File: config.mk
export PLATFORM = sky130hd
export DESIGN_NAME = pstrobe_gen
export DESIGN_NICKNAME = d
export VERILOG_FILES = /design/src/rtl/pstrobe_pkg.sv /design/src/rtl/pstrobe_sync.sv /design/src/rtl/pstrobe_tick_cnt.sv /design/src/rtl/pstrobe_ctrl.sv /design/src/rtl/pstrobe_gen.sv
export SDC_FILE = /design/constraint.sdc
export NUM_CORES = 1
export LEC_CHECK = 0
export BUFFER_PORTS_ARGS = -buffer_cell sky130_fd_sc_hd__buf_4
export CORE_MARGIN = 1.5
export CORE_UTILIZATION = 42
export CTS_CLUSTER_SIZE = 14
export DETAILED_ROUTE_END_ITERATION = 8
export PLACE_DENSITY = 0.76
export SLEW_MARGIN = 40
export SYNTH_ARGS = -nofsm -noshare
export SYNTH_HDL_FRONTEND = slang
export SYNTH_SLANG_ARGS = --single-unit
File: constraint.sdc
create_clock -name clk -period 2.1 [get_ports clk]
set_clock_uncertainty 0.1 [all_clocks]
set_input_delay 0.105 -clock clk [delete_from_list [all_inputs] [get_ports clk]]
set_output_delay 0.105 -clock clk [all_outputs]
set_load 0.005 [all_outputs]
File: src/rtl/pstrobe_pkg.sv
package pstrobe_pkg;
  typedef enum logic [1:0] {
    ST_IDLE   = 2'd0,
    ST_SETUP  = 2'd1,
    ST_STROBE = 2'd2,
    ST_WAIT   = 2'd3
  } pstrobe_state_e;
endpackage

File: src/rtl/pstrobe_sync.sv
module pstrobe_sync #(
  parameter int STAGES = 2
) (
  input  logic clk,
  input  logic rst_n,
  input  logic d_async,
  output logic q_sync
);
  logic [STAGES-1:0] chain;

  generate
    if (STAGES == 1) begin : g_one
      always_ff @(posedge clk or negedge rst_n) begin
        if (!rst_n) chain <= '0;
        else        chain <= d_async;
      end
    end else begin : g_many
      always_ff @(posedge clk or negedge rst_n) begin
        if (!rst_n) chain <= '0;
        else        chain <= {chain[STAGES-2:0], d_async};
      end
    end
  endgenerate

  assign q_sync = chain[STAGES-1];
endmodule

File: src/rtl/pstrobe_tick_cnt.sv
module pstrobe_tick_cnt #(
  parameter int CNT_W = 7
) (
  input  logic             clk,
  input  logic             rst_n,
  input  logic             clr,
  input  logic             load,
  input  logic [CNT_W-1:0] load_val,
  output logic [CNT_W-1:0] cnt,
  output logic             zero
);
  always_ff @(posedge clk or negedge rst_n) begin
    if (!rst_n)         cnt <= '0;
    else if (clr)       cnt <= '0;
    else if (load)      cnt <= load_val;
    else if (cnt != '0) cnt <= cnt - 1'b1;
  end

  assign zero = (cnt == '0);

  // The counter only ever counts down or takes a fresh load
  AST_CNT_DOWN: assert property (@(posedge clk) disable iff (!rst_n)
    !$past(load) && !$past(clr) && $past(cnt) != '0 |-> cnt == $past(cnt) - 1'b1);
endmodule

File: src/rtl/pstrobe_ctrl.sv
module pstrobe_ctrl
  import pstrobe_pkg::*;
#(
  parameter int CNT_W = 7
) (
  input  logic             clk,
  input  logic             rst_n,
  input  logic             soft_rst,
  input  logic [CNT_W-1:0] setup_cfg,
  input  logic [CNT_W-1:0] width_cfg,
  input  logic             go,
  input  logic             cnt_zero,
  input  logic             busy_s,
  input  logic             ack_s,
  output logic             cnt_load,
  output logic [CNT_W-1:0] cnt_load_val,
  output pstrobe_state_e   state,
  output logic             strobe
);
  pstrobe_state_e state_nx;
  logic           ack_seen;
  logic [CNT_W-1:0] setup_m1, width_m1;

  // A zero count is treated as a single tick
  assign setup_m1 = (setup_cfg == '0) ? '0 : setup_cfg - 1'b1;
  assign width_m1 = (width_cfg == '0) ? '0 : width_cfg - 1'b1;

  always_comb begin
    state_nx     = state;
    cnt_load     = 1'b0;
    cnt_load_val = '0;
    unique case (state)
      ST_IDLE: if (go) begin
        state_nx     = ST_SETUP;
        cnt_load     = 1'b1;
        cnt_load_val = setup_m1;
      end
      ST_SETUP: if (cnt_zero) begin
        state_nx     = ST_STROBE;
        cnt_load     = 1'b1;
        cnt_load_val = width_m1;
      end
      ST_STROBE: if (cnt_zero) state_nx = ST_WAIT;
      ST_WAIT:   if (ack_seen && !busy_s) state_nx = ST_IDLE;
      default:   state_nx = ST_IDLE;
    endcase
  end

  always_ff @(posedge clk or negedge rst_n) begin
    if (!rst_n)        state <= ST_IDLE;
    else if (soft_rst) state <= ST_IDLE;
    else               state <= state_nx;
  end

  always_ff @(posedge clk or negedge rst_n) begin
    if (!rst_n)                      ack_seen <= 1'b0;
    else if (soft_rst)               ack_seen <= 1'b0;
    else if (state == ST_IDLE)       ack_seen <= 1'b0;
    else if (state == ST_WAIT && ack_s) ack_seen <= 1'b1;
  end

  assign strobe = (state == ST_STROBE);

  AST_STROBE_AFTER_SETUP: assert property (@(posedge clk) disable iff (!rst_n)
    $rose(strobe) |-> $past(state) == ST_SETUP);
  AST_WAIT_EXIT: assert property (@(posedge clk) disable iff (!rst_n)
    $past(state) == ST_WAIT && state == ST_IDLE && !$past(soft_rst) |-> $past(ack_seen) && !$past(busy_s));
  AST_SOFT_HOLD: assert property (@(posedge clk) disable iff (!rst_n)
    soft_rst |=> state == ST_IDLE && !strobe);
  AST_GO_STARTS: assert property (@(posedge clk) disable iff (!rst_n)
    go && state == ST_IDLE && !soft_rst |=> state == ST_SETUP);
endmodule

File: src/rtl/pstrobe_gen.sv
module pstrobe_gen
  import pstrobe_pkg::*;
#(
  parameter int CNT_W       = 7,
  parameter int DATA_W      = 8,
  parameter int SYNC_STAGES = 2
) (
  input  logic                 clk,
  input  logic                 rst_n,
  input  logic [2*CNT_W+1:0]   cfg_word,
  input  logic                 soft_rst,
  input  logic [DATA_W-1:0]    byte_data,
  input  logic                 byte_valid,
  output logic                 byte_ready,
  input  logic                 pp_busy,
  input  logic                 pp_ack,
  output logic [DATA_W-1:0]    pp_data,
  output logic                 pp_strobe,
  output logic                 idle,
  output logic [CNT_W-1:0]     dbg_count
);
  localparam int SETUP_LSB = 0;
  localparam int WIDTH_LSB = CNT_W + 1;
  localparam int TEST_BIT  = 2*CNT_W + 1;

  pstrobe_state_e   state;
  logic             busy_s, ack_s, cnt_zero, cnt_load, accept;
  logic [CNT_W-1:0] cnt, cnt_load_val;

  pstrobe_sync #(.STAGES(SYNC_STAGES)) u_sync_busy (
    .clk(clk), .rst_n(rst_n), .d_async(pp_busy), .q_sync(busy_s));
  pstrobe_sync #(.STAGES(SYNC_STAGES)) u_sync_ack (
    .clk(clk), .rst_n(rst_n), .d_async(pp_ack), .q_sync(ack_s));

  assign idle       = (state == ST_IDLE);
  assign byte_ready = idle && !soft_rst;
  assign accept     = byte_valid && byte_ready;

  pstrobe_ctrl #(.CNT_W(CNT_W)) u_ctrl (
    .clk(clk), .rst_n(rst_n), .soft_rst(soft_rst),
    .setup_cfg(cfg_word[SETUP_LSB +: CNT_W]),
    .width_cfg(cfg_word[WIDTH_LSB +: CNT_W]),
    .go(accept), .cnt_zero(cnt_zero), .busy_s(busy_s), .ack_s(ack_s),
    .cnt_load(cnt_load), .cnt_load_val(cnt_load_val),
    .state(state), .strobe(pp_strobe));

  pstrobe_tick_cnt #(.CNT_W(CNT_W)) u_cnt (
    .clk(clk), .rst_n(rst_n), .clr(soft_rst), .load(cnt_load),
    .load_val(cnt_load_val), .cnt(cnt), .zero(cnt_zero));

  always_ff @(posedge clk or negedge rst_n) begin
    if (!rst_n)      pp_data <= '0;
    else if (accept) pp_data <= byte_data;
  end

  assign dbg_count = cfg_word[TEST_BIT] ? cnt : '0;

  AST_DATA_STABLE: assert property (@(posedge clk) disable iff (!rst_n)
    !$past(accept) |-> $stable(pp_data));
  AST_NO_READY_BUSY: assert property (@(posedge clk) disable iff (!rst_n)
    pp_strobe |-> !byte_ready);
endmodule

## Yosys cells after proc, flatten, opt, wreduce, memory -nomap -nowiden

Cells that the tools add are included.

- Logic and storage cells: 51
- Register bits after elaboration: 22
- Output and inout bits: 18
- Bits of input ports: 30

- Equal/unequal tests: 7
- Add/sub/neg operators: 3
- Reduce and logical (&&, ||, !) cells: 14
- Muxes and demuxes: 21

Operator list:

| operator | number |
|---|---|
| 2-to-1 mux 7 bit | 8 |
| zero test 7 bit | 3 |
| subtractor 7 x 1 -> 7 bit (second input constant) | 3 |
| one-hot mux 7 bit (2 select lines) | 1 |
| 2-to-1 mux 2 bit | 5 |
| != test 3 x 2 -> 1 bit (second input constant) | 3 |
| one-hot mux 2 bit (4 select lines) | 1 |
| nonzero test 7 bit | 1 |
| nonzero test 3 bit | 2 |
| 2-to-1 mux 1 bit | 5 |
| == test 2 bit (second input constant) | 2 |
| logical AND 1 bit | 4 |
| AND reduction 4 bit | 1 |
| != test 3 bit (second input constant) | 1 |
| == test 2 x 1 -> 1 bit (second input constant) | 1 |
| zero test 1 bit | 2 |
| zero test 2 bit | 1 |
| one-hot mux 1 bit (2 select lines) | 1 |

## Logic depth before layout (Yosys ltp)

- Word-level depth: 7
- Gate-level depth with buffers: 7
- Mapped depth without buffers: 6

## By module

From an unflattened synthesis, not the netlist that was laid out.

- Cell total of the unflattened synthesis: 146
- Area total of the unflattened synthesis: 1472.7 um^2

By module, submodules not included:

| module | area each (um^2) | cells an instance | seq. area each (um^2) | times used |
|---|---|---|---|---|
| pstrobe_ctrl | 563.0 | 70 | 75.1 | 1 |
| pstrobe_tick_cnt | 442.9 | 46 | 175.2 | 1 |
| pstrobe_gen | 366.6 | 26 | 200.2 | 1 |
| pstrobe_sync | 50.0 | 2 | 50.0 | 2 |

## Least setup slack after synthesis

OpenSTA, ideal clock, no wires.

- Path kind: flip-flop to flip-flop
- Start: register u_cnt.cnt[2]
- End: register u_cnt.cnt[4]
- Stages on the path, launching flop included: 6
- Buffers on the path: 1
- Clock period less this slack: 1.983 ns
- Arrival time: 1.772 ns
- Required time: 1.889 ns
- Library setup time: 0.111 ns
- Slack: 0.117 ns
- Cells stage by stage: dfrtp_1 or4_1 buf_2 a311oi_4 a221oi_2 a2111oi_2

- Cells in the longest elaborated chain, start to end: 5
- Elaborated cells on any way between the ends: 11
- Classes of those cells: add/sub: 1; mux: 7; reduce/logical: 3

Ends and longest elaborated chain:

| element | line | text |
|---|---|---|
| from (decl) | pstrobe_tick_cnt.sv:9 | `output logic [CNT_W-1:0] cnt,` |
| from (signal assigned) | pstrobe_tick_cnt.sv:15 | `else if (load) cnt <= load_val;` |
| from (signal assigned) | pstrobe_tick_cnt.sv:16 | `else if (cnt != '0) cnt <= cnt - 1'b1;` |
| parallel branches: the longest is 5 deep, another holds subtractor 7 x 1 -> 7 bit | -- |  |

Parallel ways; which one is timed is not known. The select of a mux whose other input is x is not followed.
A chain may end at the register's enable or synchronous reset.

## Final worst setup path

Ends and elaborated chain as after synthesis.

==> flow_summary_export.csv <==
group,metric,value,unit
status,status,"completed",
finish,fin_nets,288,
worst_setup_path,arrival,2.15,ns
detailed_routing,via_per_inst,5.23,
place,dp_hpwl,2800,microns
yosys,synthesis.instances,172,
floorplanning,fp.dieW,63.0,microns
yosys,ys_ff_latch,22,
floorplanning,core,3390,sq um
timing,slew_viol_final,0,
timing,finalSetupTns,0,ns
floorplanning,initial_utilization,0.447,
finish,mostFrequentLayoutCells,"63 x buf_4, 28 x nand2_1, 22 x dfrtp_1",
clocking,clk_path_buf_depth,2,
worst_setup_path,path_class,"reg -> reg",
finish,diodes,0,
global_routing,antenna_found_initial,0,
clocking,clk_pin_slew,0.12,ns
place,numPortBuffers,46,
yosys,syn_area,1510,sq um
detailed_routing,drcViolationCount,0,
global_routing,gr-usage-all-layers,0.202,
worst_setup_path,slowest_stage,"or4_4",
worst_hold_path,hold_class,"in -> reg",
yosys,yosysSeqAreaShare,0.364,
global_routing,overflow,0,
timing,hold_viol_final,0,
finish,layout.cells.most_common,"buf_4",
worst_setup_path,slowest_delay,0.56,ns
detailed_routing,drtPass1Iterations,4,
detailed_routing,drt-wirelength-per-cell,13.1,microns
worst_setup_path,critPathLaunchType,"flop",
finish,final_area,2210,sq um
global_routing,grt_pass1_wl,6370,microns
power,leakage,1.07,nW
finish,fillerInstances,283,
yosys,synth_ff_type,"dfrtp_1",
yosys,yosysWarnings,0,
timing,setup_viol,0,
yosys,yosysUniqueCellTypes,39,
clocking,clk_latency,0.31,ns
power,irDropWorstVdd,0.619,mV
clocking,cts.sinks,22,
worst_setup_path,path_max_fanout,7,
detailed_routing,via_count,1527,
detailed_routing,antenna_left,0,
power,power_density,1190,nW/um^2
floorplanning,die-area,3970,sq um
worst_setup_path,critPathRequiredTime,2.21,ns
timing,rsz0062_at_grt,"false",
clocking,cts_tree,"built",
detailed_routing,drt_iter0_drc,62,
yosys,synth_area_per_cell,8.80,sq um
floorplanning,ios,48,
worst_setup_path,cp-end-kind,"flop",
yosys,synth_nets,213,
global_routing,grt_max_degree,23,
timing,fin_crit,2.04,ns
finish,drive_gt1_frac,0.305,
timing,tightest_slew,0.548,ns
global_routing,grt_pass1_vias,1460,
floorplanning,rows,21,
clocking,cts_buffers,3,
clocking,clockRootBuffer,"clkbuf_4",
detailed_routing,wl,3820,microns
finish,synthToLayoutAreaGrowth,45.9,%
place,place.gp.congestion,0.821,
worst_setup_path,crit_chain,"or4_4 > a311oi_4 > a221oi_2 > a2111oi_2",
timing,fmax,491,MHz
job,max_cap_viol_count,0,
yosys,ys_async_sr_fraction,1.00,
floorplanning,dieHeight,63.0,microns
clocking,htreeDepth,1,
yosys,synth_edf_count,0,
timing,finalCritPeriodShare,0.970,
place,dpl_cell_area,2020,sq um
timing,max_slew_margin,0.631,
[cells in the mapped netlist (2+ instances only)]
cell type / number / share of area
nand2_1: 28 / 0.069
dfrtp_1: 22 / 0.36
inv_1: 13 / 0.032
ha_1: 11 / 0.091
a21oi_1: 10 / 0.033
nor3_1: 8 / 0.026
and2_1: 7 / 0.029
xor2_1: 5 / 0.029
clkbuf_1: 4 / 0.0099
nand3_1: 4 / 0.013
nor2_1: 4 / 0.0099
o21ai_0: 4 / 0.013
o31ai_1: 4 / 0.020
a211oi_1: 3 / 0.015
a221oi_1: 3 / 0.017
a311oi_1: 3 / 0.017
a31oi_1: 3 / 0.012
nor2b_1: 3 / 0.012
nor4_1: 3 / 0.012
o21ai_1: 3 / 0.0099
or4_1: 3 / 0.015
a2111oi_2: 2 / 0.020
nand2b_1: 2 / 0.0083
nand3b_1: 2 / 0.0099
nor3b_1: 2 / 0.0099
o21a_1: 2 / 0.0099
xnor2_1: 2 / 0.012
[worst max-delay path: cells and delay by family (launching register included)]
kind	cells	cell delay [ns]
AO/OA/AOI/OAI	3	0.88
flip-flops	1	0.40
AND/OR/NAND/NOR	1	0.56
[flip-flops by register name, indices dropped and copies added (netlist names)]
name / count
u_sync_ack.chain: 2
u_ctrl.ack_seen: 1
pp_data: 8
u_ctrl.state: 2
u_cnt.cnt: 7
u_sync_busy.chain: 2
[report_power, final]
group	internal [mW]	switching (mW)	total, mW
Combinational	0.810	0.809	1.62
Sequential	0.581	0.109	0.690
Clock	0.193	0.136	0.329
Total	1.58	1.05	2.64
[stage by stage]
step,power (mW),setup WS (ns),hold slack [ns],instances,utilization
final,2.64,0.0636,0.0799,292,0.652
after CTS,2.60,0.0357,0.0668,291,0.646
after floorplan,1.59,0.117,-0.291,172,-
after global routing,2.83,0.0169,0.0961,292,0.652
after detailed placement,2.24,0.0426,-0.0907,275,0.595
after global placement,2.21,0.126,-0.0929,275,0.595
[metal layers]
| layer | part of all wire | vias up | track usage |
|---|---|---|---|
| met3 | 0.045 | 6 | 0.0378 |
| met4 | 0.010 | 0 | 0.0500 |
| met1 | 0.46 | 714 | 0.252 |
| li1 | - | 767 | - |
| met5 | 0 | - | 0 |
| met2 | 0.49 | 40 | 0.356 |
[kinds of logic after synthesis]
group	count (synthesis)	share of synthesized area
and+or+nand+nor	69	0.230
adders and majority gates	11	0.0909
AOI/OAI and AO/OA	44	0.223
muxes	1	0.00661
xor gates and xnor gates	7	0.0405
buffers and inverters	18	0.0455
DFF	22	0.364
[path summary, 6_finish.rpt]
kind,depth (start not counted),slack [ns],start,end
setup / recovery,4,0.06,u_cnt.cnt[2],u_cnt.cnt[4]
max in group asynchronous,2,1.58,rst_n,u_cnt.cnt[3]
min in group asynchronous,2,0.11,rst_n,u_sync_busy.chain[0]
hold / removal,4,0.08,cfg_word[8],u_cnt.cnt[0]
setup reg to reg,4,0.06,u_cnt.cnt[2],u_cnt.cnt[4]
hold reg to reg,0,0.27,u_sync_ack.chain[0],u_sync_ack.chain[1]
[timing repair]
action	CTS	global route
buffers inserted	0	1
setup endpoints to repair	0	3
endpoints found under the hold margin	42	0
hold buffers	12	0
gates resized for setup	0	3
[layout make-up]
class,count,area [sq um],area share
Clock buffer,3,22.5,0.0102
Clock inverter,1,30.0,0.0136
Inverter,13,48.8,0.0221
Multi-Input combinational cell,132,906,0.410
Sequential cell,22,551,0.249
Tap cell,46,57.6,0.0261
Timing Repair Buffer,75,593,0.269
No activity file was read; power rests on OpenSTA's default activity.
